File: config.mk
export PLATFORM = sky130hd
export DESIGN_NAME = survivor_pingpong
export DESIGN_NICKNAME = d
export VERILOG_FILES = /design/src/rtl/svm_pkg.sv /design/src/rtl/svm_ctrl.sv /design/src/rtl/svm_bank.sv /design/src/rtl/survivor_pingpong.sv
export SDC_FILE = /design/constraint.sdc
export NUM_CORES = 1
export LEC_CHECK = 0
export ABC_AREA = 1
export ABC_CLOCK_PERIOD_IN_PS = 1700
export BUFFER_PORTS_ARGS = -buffer_cell sky130_fd_sc_hd__buf_2
export CAP_MARGIN = 20
export CELL_PAD_IN_SITES_DETAIL_PLACEMENT = 1
export CELL_PAD_IN_SITES_GLOBAL_PLACEMENT = 2
export CORE_ASPECT_RATIO = 0.7
export CORE_MARGIN = 5
export CORE_UTILIZATION = 36
export CTS_CLUSTER_SIZE = 30
export DETAILED_ROUTE_END_ITERATION = 8
export PLACE_DENSITY_LB_ADDON = 0.1
export SYNTH_ARGS = -nofsm -noshare
export SYNTH_HDL_FRONTEND = slang
export SYNTH_SLANG_ARGS = --single-unit
File: constraint.sdc
create_clock -name clk -period 1.7 [get_ports clk]
set_input_delay 0 -clock clk [delete_from_list [all_inputs] [get_ports clk]]
set_output_delay 0 -clock clk [all_outputs]
set_load 0.02 [all_outputs]
File: src/rtl/svm_pkg.sv
package svm_pkg;

   typedef enum logic [1:0] {
      PH_IDLE = 2'd0,
      PH_FILL = 2'd1,
      PH_RDA  = 2'd2,
      PH_RDB  = 2'd3
   } phase_e;

   typedef struct packed {
      logic we_a;
      logic re_a;
      logic we_b;
      logic re_b;
   } bank_ctl_t;

   localparam int unsigned NUM_BANKS = 2;

endpackage

File: src/rtl/svm_ctrl.sv
module svm_ctrl
   import svm_pkg::*;
#(
   parameter int unsigned ADDR_W = 4
) (
   input  logic              clk,
   input  logic              preset,
   input  logic              start,
   output phase_e            phase,
   output logic [ADDR_W-1:0] pos,
   output bank_ctl_t         ctl,
   output logic              last
);

   localparam logic [ADDR_W-1:0] POS_MAX = {ADDR_W{1'b1}};

   phase_e phase_nx;

   always_comb begin
      phase_nx = phase;
      unique case (phase)
         PH_IDLE: if (start)          phase_nx = PH_FILL;
         PH_FILL: if (pos == POS_MAX) phase_nx = PH_RDA;
         PH_RDA:  if (pos == POS_MAX) phase_nx = PH_RDB;
         PH_RDB:  if (pos == POS_MAX) phase_nx = PH_RDA;
         default:                     phase_nx = PH_IDLE;
      endcase
   end

   always_ff @(posedge clk or posedge preset) begin
      if (preset) begin
         phase <= PH_IDLE;
         pos   <= '0;
      end else begin
         phase <= phase_nx;
         if (phase != PH_IDLE) pos <= pos + 1'b1;
         else                  pos <= '0;
      end
   end

   always_comb begin
      ctl = '0;
      unique case (phase)
         PH_FILL: ctl.we_a = 1'b1;
         PH_RDA:  begin ctl.re_a = 1'b1; ctl.we_b = 1'b1; end
         PH_RDB:  begin ctl.we_a = 1'b1; ctl.re_b = 1'b1; end
         default: ctl = '0;
      endcase
   end

   assign last = (phase != PH_IDLE) && (pos == POS_MAX);

   assert_idle_holds_R2: assert property (@(posedge clk) disable iff (preset)
      (phase == PH_IDLE && !start) |=> (phase == PH_IDLE));

   assert_fill_then_rda_R4: assert property (@(posedge clk) disable iff (preset)
      (phase == PH_FILL && pos == POS_MAX) |=> (phase == PH_RDA));

   assert_rda_then_rdb_R4: assert property (@(posedge clk) disable iff (preset)
      (phase == PH_RDA && pos == POS_MAX) |=> (phase == PH_RDB));

   assert_rdb_then_rda_R4: assert property (@(posedge clk) disable iff (preset)
      (phase == PH_RDB && pos == POS_MAX) |=> (phase == PH_RDA));

   assert_pos_steps_R5: assert property (@(posedge clk) disable iff (preset)
      (phase != PH_IDLE) |=> (pos == ADDR_W'($past(pos) + 1'b1)));

   assert_start_ignored_R8: assert property (@(posedge clk) disable iff (preset)
      (phase != PH_IDLE) |=> (phase != PH_IDLE));

endmodule

File: src/rtl/svm_bank.sv
module svm_bank #(
   parameter int unsigned WORD_W = 4,
   parameter int unsigned DEPTH  = 16,
   localparam int unsigned ADDR_W = $clog2(DEPTH)
) (
   input  logic              clk,
   input  logic              we,
   input  logic [ADDR_W-1:0] waddr,
   input  logic [WORD_W-1:0] wdata,
   input  logic [ADDR_W-1:0] raddr,
   output logic [WORD_W-1:0] rdata
);

   logic [WORD_W-1:0] mem [DEPTH];

   always_ff @(posedge clk) begin
      if (we) mem[waddr] <= wdata;
   end

   assign rdata = mem[raddr];

endmodule

File: src/rtl/survivor_pingpong.sv
module survivor_pingpong
   import svm_pkg::*;
#(
   parameter int unsigned WORD_W = 4,
   parameter int unsigned DEPTH  = 16,
   localparam int unsigned ADDR_W = $clog2(DEPTH)
) (
   input  logic              clk,
   input  logic              preset,
   input  logic              start,
   input  logic [WORD_W-1:0] dec_word,
   output logic [WORD_W-1:0] rd_data,
   output logic [ADDR_W-1:0] rd_addr,
   output logic              blk_strobe
);

   if (DEPTH < 2 || (DEPTH & (DEPTH - 1)) != 0) begin : g_bad_depth
      $error("survivor_pingpong: DEPTH must be a power of two, at least 2");
   end
   if (WORD_W < 1) begin : g_bad_width
      $error("survivor_pingpong: WORD_W must be at least 1");
   end

   phase_e            phase;
   logic [ADDR_W-1:0] pos;
   bank_ctl_t         ctl;
   logic              last;

   svm_ctrl #(.ADDR_W(ADDR_W)) u_ctrl (
      .clk    (clk),
      .preset (preset),
      .start  (start),
      .phase  (phase),
      .pos    (pos),
      .ctl    (ctl),
      .last   (last)
   );

   logic [NUM_BANKS-1:0] we_v;
   logic [NUM_BANKS-1:0] re_v;
   logic [WORD_W-1:0]    bank_q [NUM_BANKS];
   logic [ADDR_W-1:0]    waddr;
   logic [ADDR_W-1:0]    raddr;

   assign we_v  = {ctl.we_b, ctl.we_a};
   assign re_v  = {ctl.re_b, ctl.re_a};
   assign waddr = pos;
   assign raddr = ~pos;

   for (genvar gi = 0; gi < NUM_BANKS; gi++) begin : g_bank
      svm_bank #(.WORD_W(WORD_W), .DEPTH(DEPTH)) u_bank (
         .clk   (clk),
         .we    (we_v[gi]),
         .waddr (waddr),
         .wdata (dec_word),
         .raddr (raddr),
         .rdata (bank_q[gi])
      );
   end

   always_ff @(posedge clk or posedge preset) begin
      if (preset)        rd_data <= '0;
      else if (re_v[0])  rd_data <= bank_q[0];
      else if (re_v[1])  rd_data <= bank_q[1];
      else               rd_data <= '0;
   end

   assign rd_addr    = raddr;
   assign blk_strobe = last;

   assert_bank_rw_apart_R9: assert property (@(posedge clk) disable iff (preset)
      ((we_v & re_v) == '0) && $onehot0(we_v) && $onehot0(re_v));

   assert_no_read_zero_R6: assert property (@(posedge clk) disable iff (preset)
      (re_v == '0) |=> (rd_data == '0));

   assert_fill_no_read_R3: assert property (@(posedge clk) disable iff (preset)
      (phase == PH_FILL) |-> (re_v == '0));

   assert_strobe_reload_R7: assert property (@(posedge clk) disable iff (preset)
      blk_strobe |=> (rd_addr == {ADDR_W{1'b1}}));

endmodule

Word-level counts from Yosys, hierarchy flattened. Memory sizes are Yosys's and may differ from the RTL's. Index checks and enable logic that the tools add are counted.

Muxes and demuxes: 14. Equal/unequal tests: 7. Reduce and logical (&&, ||, !) cells: 5. Bitwise gates (word level): 1. $add $sub $neg: 1.

Operators by type and width (count): $mux 4 (3); $mux 2 (4); $mux 1 (6); $pmux 2 s3 (1); $add 4x1->4 const B (1); $eq 2x2->1 const B (2); $eq 4x4->1 const B (1); $ne 2x1->1 const B (2); $not 4->4 (1); $reduce_and 3->1 (1); $eq 2x1->1 const B (1); $logic_not 2->1 (1); $ne 2x2->1 const B (1); $reduce_bool 2->1 (1); $reduce_or 2->1 (1); $logic_and 1x1->1 (1).

Word-level logic and storage cells: 33. Bits in writable memories: 128. Register bits: 10. Memories kept: 2. Output and inout bits: 9.

Memories: g_bank[0].u_bank.mem (depth 16, bits a word 4, rd ports 1, clocked after memory_dff 0, wr ports 1, RTL line svm_bank.sv:14) `logic [WORD_W-1:0] mem [DEPTH];`; g_bank[1].u_bank.mem (depth 16, bits a word 4, rd ports 1, clocked after memory_dff 0, wr ports 1, RTL line svm_bank.sv:14).

Logic depth before layout (Yosys ltp).
Depth after elaboration: 5. Gate-level depth with buffers: 11. Depth with buffers taken out: 9.

Cells and area by module. Synthesis repeated with hierarchy kept, for this count alone.

Cell total of the unflattened synthesis: 631. Area, all modules: 6236.0 um2.

By module, submodules not included: svm_bank (instances 2, cells an instance 286, area an instance 2886.5 um2); svm_ctrl (instances 1, cells an instance 37, area an instance 290.3 um2); survivor_pingpong (instances 1, cells an instance 22, area an instance 172.7 um2).

Worst setup path before layout. No wires, ideal clock.

Path kind: register -> register. From: register u_ctrl.pos[1]. To: memory g_bank[1].u_bank.mem[12][0] (enable). Clock period less this slack: 1930 ps. Arrival time: 1569 ps. Library setup time: 361 ps. Buffers on the path: 2. Slack: -230 ps. Stages on the path, launching flop included: 7. Data required time: 1339 ps. Cell sequence: dfrtp_1 buf_2 inv_1 buf_2 ha_1 inv_1 nor3_1.

RTL lines: from (decl) (RTL line svm_ctrl.sv:10) `output logic [ADDR_W-1:0] pos,`; from (signal assigned) (RTL line svm_ctrl.sv:36) `if (phase != PH_IDLE) pos <= pos + 1'b1;`; to (decl) (RTL line svm_bank.sv:14).

No word-level cell before the write port.

Worst setup path after layout.
From: register u_ctrl.pos[0]. To: memory g_bank[1].u_bank.mem[7][2] (enable).

No word-level cell before the write port.

==> reports/results.tsv <==
stage	metric	value	unit
route	dr_total_vias	4327	
min_path	hp-class	in2async	
route	firstDrtPassIters	4	
setup_path	crit_path_end	g_bank[1].u_bank.mem[7][2]	
timing	grt_setup_unrepaired	yes	
finish	nets	708	
timing	hold_violations	0	
global_route	grt_pass1_vias	4578	
setup_path	worstSetupEndpointType	flop	
floorplanning	core	17000	µm²
timing	worstMarginPinSlew	0.746	ns
finish	area_delta_synth_final	25.9	%
setup_path	critical-path-slowest-cell	dfrtp_2	
setup_path	cpMostUsedCell	buf_4	
setup_path	reg2reg_depth	5	
floorplanning	fp.dieW	166	µm
route	vias_per_cell	4.60	
finish	final_cell_mix	246 x nand2_1, 128 x edfxtp_1, 107 x inv_1, 49 x nand3_1, 45 x buf_4	
route	drt-total-wl	16500	µm
finish	num_antenna_cells	0	
setup_path	crit_start	u_ctrl.pos[0]	
setup_path	cp_top_family	buffers and inverters	
timing	slew_headroom	50.3	%
finish	drive_above_1_share	19.7	%
finish	layout_commonest_cell	nand2_1	
timing	max_freq	594	MHz
setup_path	worstPathMaxFanout	7	
floorplanning	start_util	36.3	%
logic_synthesis	synth-seq-cells	138	
floorplanning	dieArea	19900	µm²
logic_synthesis	avgSynthCellArea	9.74	µm²
setup_path	critPathKind	reg2reg	
pwr	leakage	3.44	nW
global_route	grt_max_degree	39	
global_route	antenna_found_initial	0	
logic_synthesis	ys_seq_area_share	66.5	%
global_route	grt.overflow.total	0	
logic_synthesis	netlist_instances	632	
floorplanning	rows	40	
floorplanning	ios	16	
cts	cts.path.max_buffers	2	
timing	setup_ws	0.0173	ns
global_route	grtUsageTotal	17.5	%
placed_design	gp_congestion	0.764	
floorplanning	die_y	119	µm
placed_design	place_hpwl	11100	µm
timing	slew_violations	0	
finish	fill_cells	1862	
cts	cts_tree	built	
logic_synthesis	yosys_warnings	0	
setup_path	cp_data_arrival_time	1.82	ns
setup_path	cp_cell_sequence	ha_2 > inv_1 > buf_4 > nor3_1 > buf_4	
timing	min_period_over_period	99.0	%
finish	final_util	45.7	%
status	outcome	completed	
cts	cts.sinks	138	
setup_path	worst-path-stages	5	
route	remaining_drc_errors	0	
setup_path	start_kind	flop	
setup_path	r2r_slack	0.02	ns
setup_path	timing.rr.start	u_ctrl.pos[0]	
cts	cts-root-buf	clkbuf_16	
flow_run	maxCapViolations	0	
logic_synthesis	synth.distinct_cells	21	
cts	clkTransAtPathRegs	0.06	ns
timing	fin_skew	0.00842	ns
route	drt-initial-drc-count	224	
setup_path	reg2reg_to	g_bank[1].u_bank.mem[7][2]	
cts	cts_made_buffers	17	
pwr	total_power	7.30	mW
timing	setup_viol	0	
cts	cts.htree.levels	4	
setup_path	cp.required	1.83	ns
cts	clock_latency	0.42	ns
pwr	powerDensity	941	nW/µm²
route	wl_per_cell	17.6	µm
setup_path	cpPeakStageDelay	0.41	ns
global_route	grt_pass1_wl	26100	µm
setup_path	cp.buffers_inverters	3	
logic_synthesis	syn_area	6160	µm²
placed_design	io_buffers	15	
route	ant_nets	0	
placed_design	preCtsSetupSlack	-0.0577	ns
timing	layout_min_cycle_time	1.68	ns
logic_synthesis	synth_fp_nets	643	
pwr	vdd_ir_drop_max	0.684	mV
-- worst min path at each step --
stage                     startpoint              end  slack, ns
after detailed placement      preset    u_ctrl.pos[2]       0.06
after global placement        preset    u_ctrl.pos[2]       0.04
after CTS                     preset  u_ctrl.phase[0]       0.16
final                         preset  u_ctrl.phase[0]       0.15
after floorplan               preset       rd_data[0]      -0.16
after global routing          preset  u_ctrl.phase[0]       0.20
-- metal layers --
layer	share of wire, %	global-route usage (%)
met5	0	0
met3	2.3	3.58
met4	0.85	4.04
met1	51	25.0
met2	46	27.5
-- cell families after synthesis --
family | share of synthesized area [%]
and+or+nand+nor | 22.3
buffers and inverters | 9.21
DFF | 66.5
AOI/OAI and AO/OA | 1.08
adders and majority gates | 0.813
xor gates and xnor gates | 0.142
-- final cells by class --
cell class / instances / area, µm² / area share [%]
Clock buffer: 21 / 440 / 5.68
Clock inverter: 10 / 103 / 1.32
Inverter: 115 / 445 / 5.75
Multi-Input combinational cell: 355 / 1800 / 23.3
Sequential cell: 138 / 4100 / 52.8
Tap cell: 231 / 289 / 3.73
Timing Repair Buffer: 70 / 573 / 7.39
-- where the power goes --
part | internal (mW) | leakage (nW) | switching [mW]
Combinational | 0.0136 | 1.90 | 0.0767
Sequential | 3.72 | 1.28 | 0.00308
Clock | 2.13 | 0.262 | 1.36
-- worst reg2reg max path, stage by stage (launching register included) --
cell and delay, ns:
dfrtp_2 0.41, ha_2 0.20, inv_1 0.16, buf_4 0.21, nor3_1 0.24, buf_4 0.19
-- stage by stage --
step / setup TNS [ns] / hold WS, ns / area (µm²) / instances
after floorplan: -3.77 / -0.160 / 6380 / 632
after global routing: -1.24 / 0.195 / 7750 / 940
final: 0 / 0.151 / 7750 / 940
after detailed placement: -1.29 / 0.0605 / 6970 / 901
after CTS: -0.130 / 0.161 / 7640 / 939
after global placement: -0.219 / 0.0357 / 6970 / 901
-- cells in the mapped netlist --
| cell type | count | share of area, % |
|---|---|---|
| nand2_1 | 247 | 15 |
| o22ai_1 | 1 | 0.10 |
| inv_1 | 111 | 6.8 |
| nor2_1 | 8 | 0.49 |
| buf_1 | 2 | 0.12 |
| buf_2 | 12 | 0.98 |
| edfxtp_1 | 128 | 62 |
| nor3_1 | 30 | 2.4 |
| nand3_1 | 49 | 4.0 |
| clkbuf_1 | 3 | 0.18 |
| xor2_1 | 1 | 0.14 |
| buf_6 | 1 | 0.18 |
| dfrtp_1 | 10 | 4.1 |
| a21oi_1 | 2 | 0.16 |
| buf_4 | 6 | 0.73 |
| inv_2 | 3 | 0.18 |
| clkinv_1 | 1 | 0.061 |
| ha_1 | 4 | 0.81 |
| o21ai_1 | 8 | 0.65 |
| nor2_2 | 3 | 0.30 |
| o21ai_0 | 2 | 0.16 |
-- sequential cells by signal (all words and copies together), names as in the netlist --
| signal | count |
|---|---|
| g_bank.u_bank.mem | 128 |
| u_ctrl.pos | 4 |
| u_ctrl.phase | 2 |
| rd_data | 4 |
-- repair_timing --
item | in CTS | in global routing
hold endpoints to repair | 11 | 0
pin swaps | 1 | 2
setup endpoints to repair | 54 | 73
buffers inserted | 5 | 1
gates resized for setup | 11 | 20
hold buffers | 2 | 0
(Power assumes the default switching activity.)
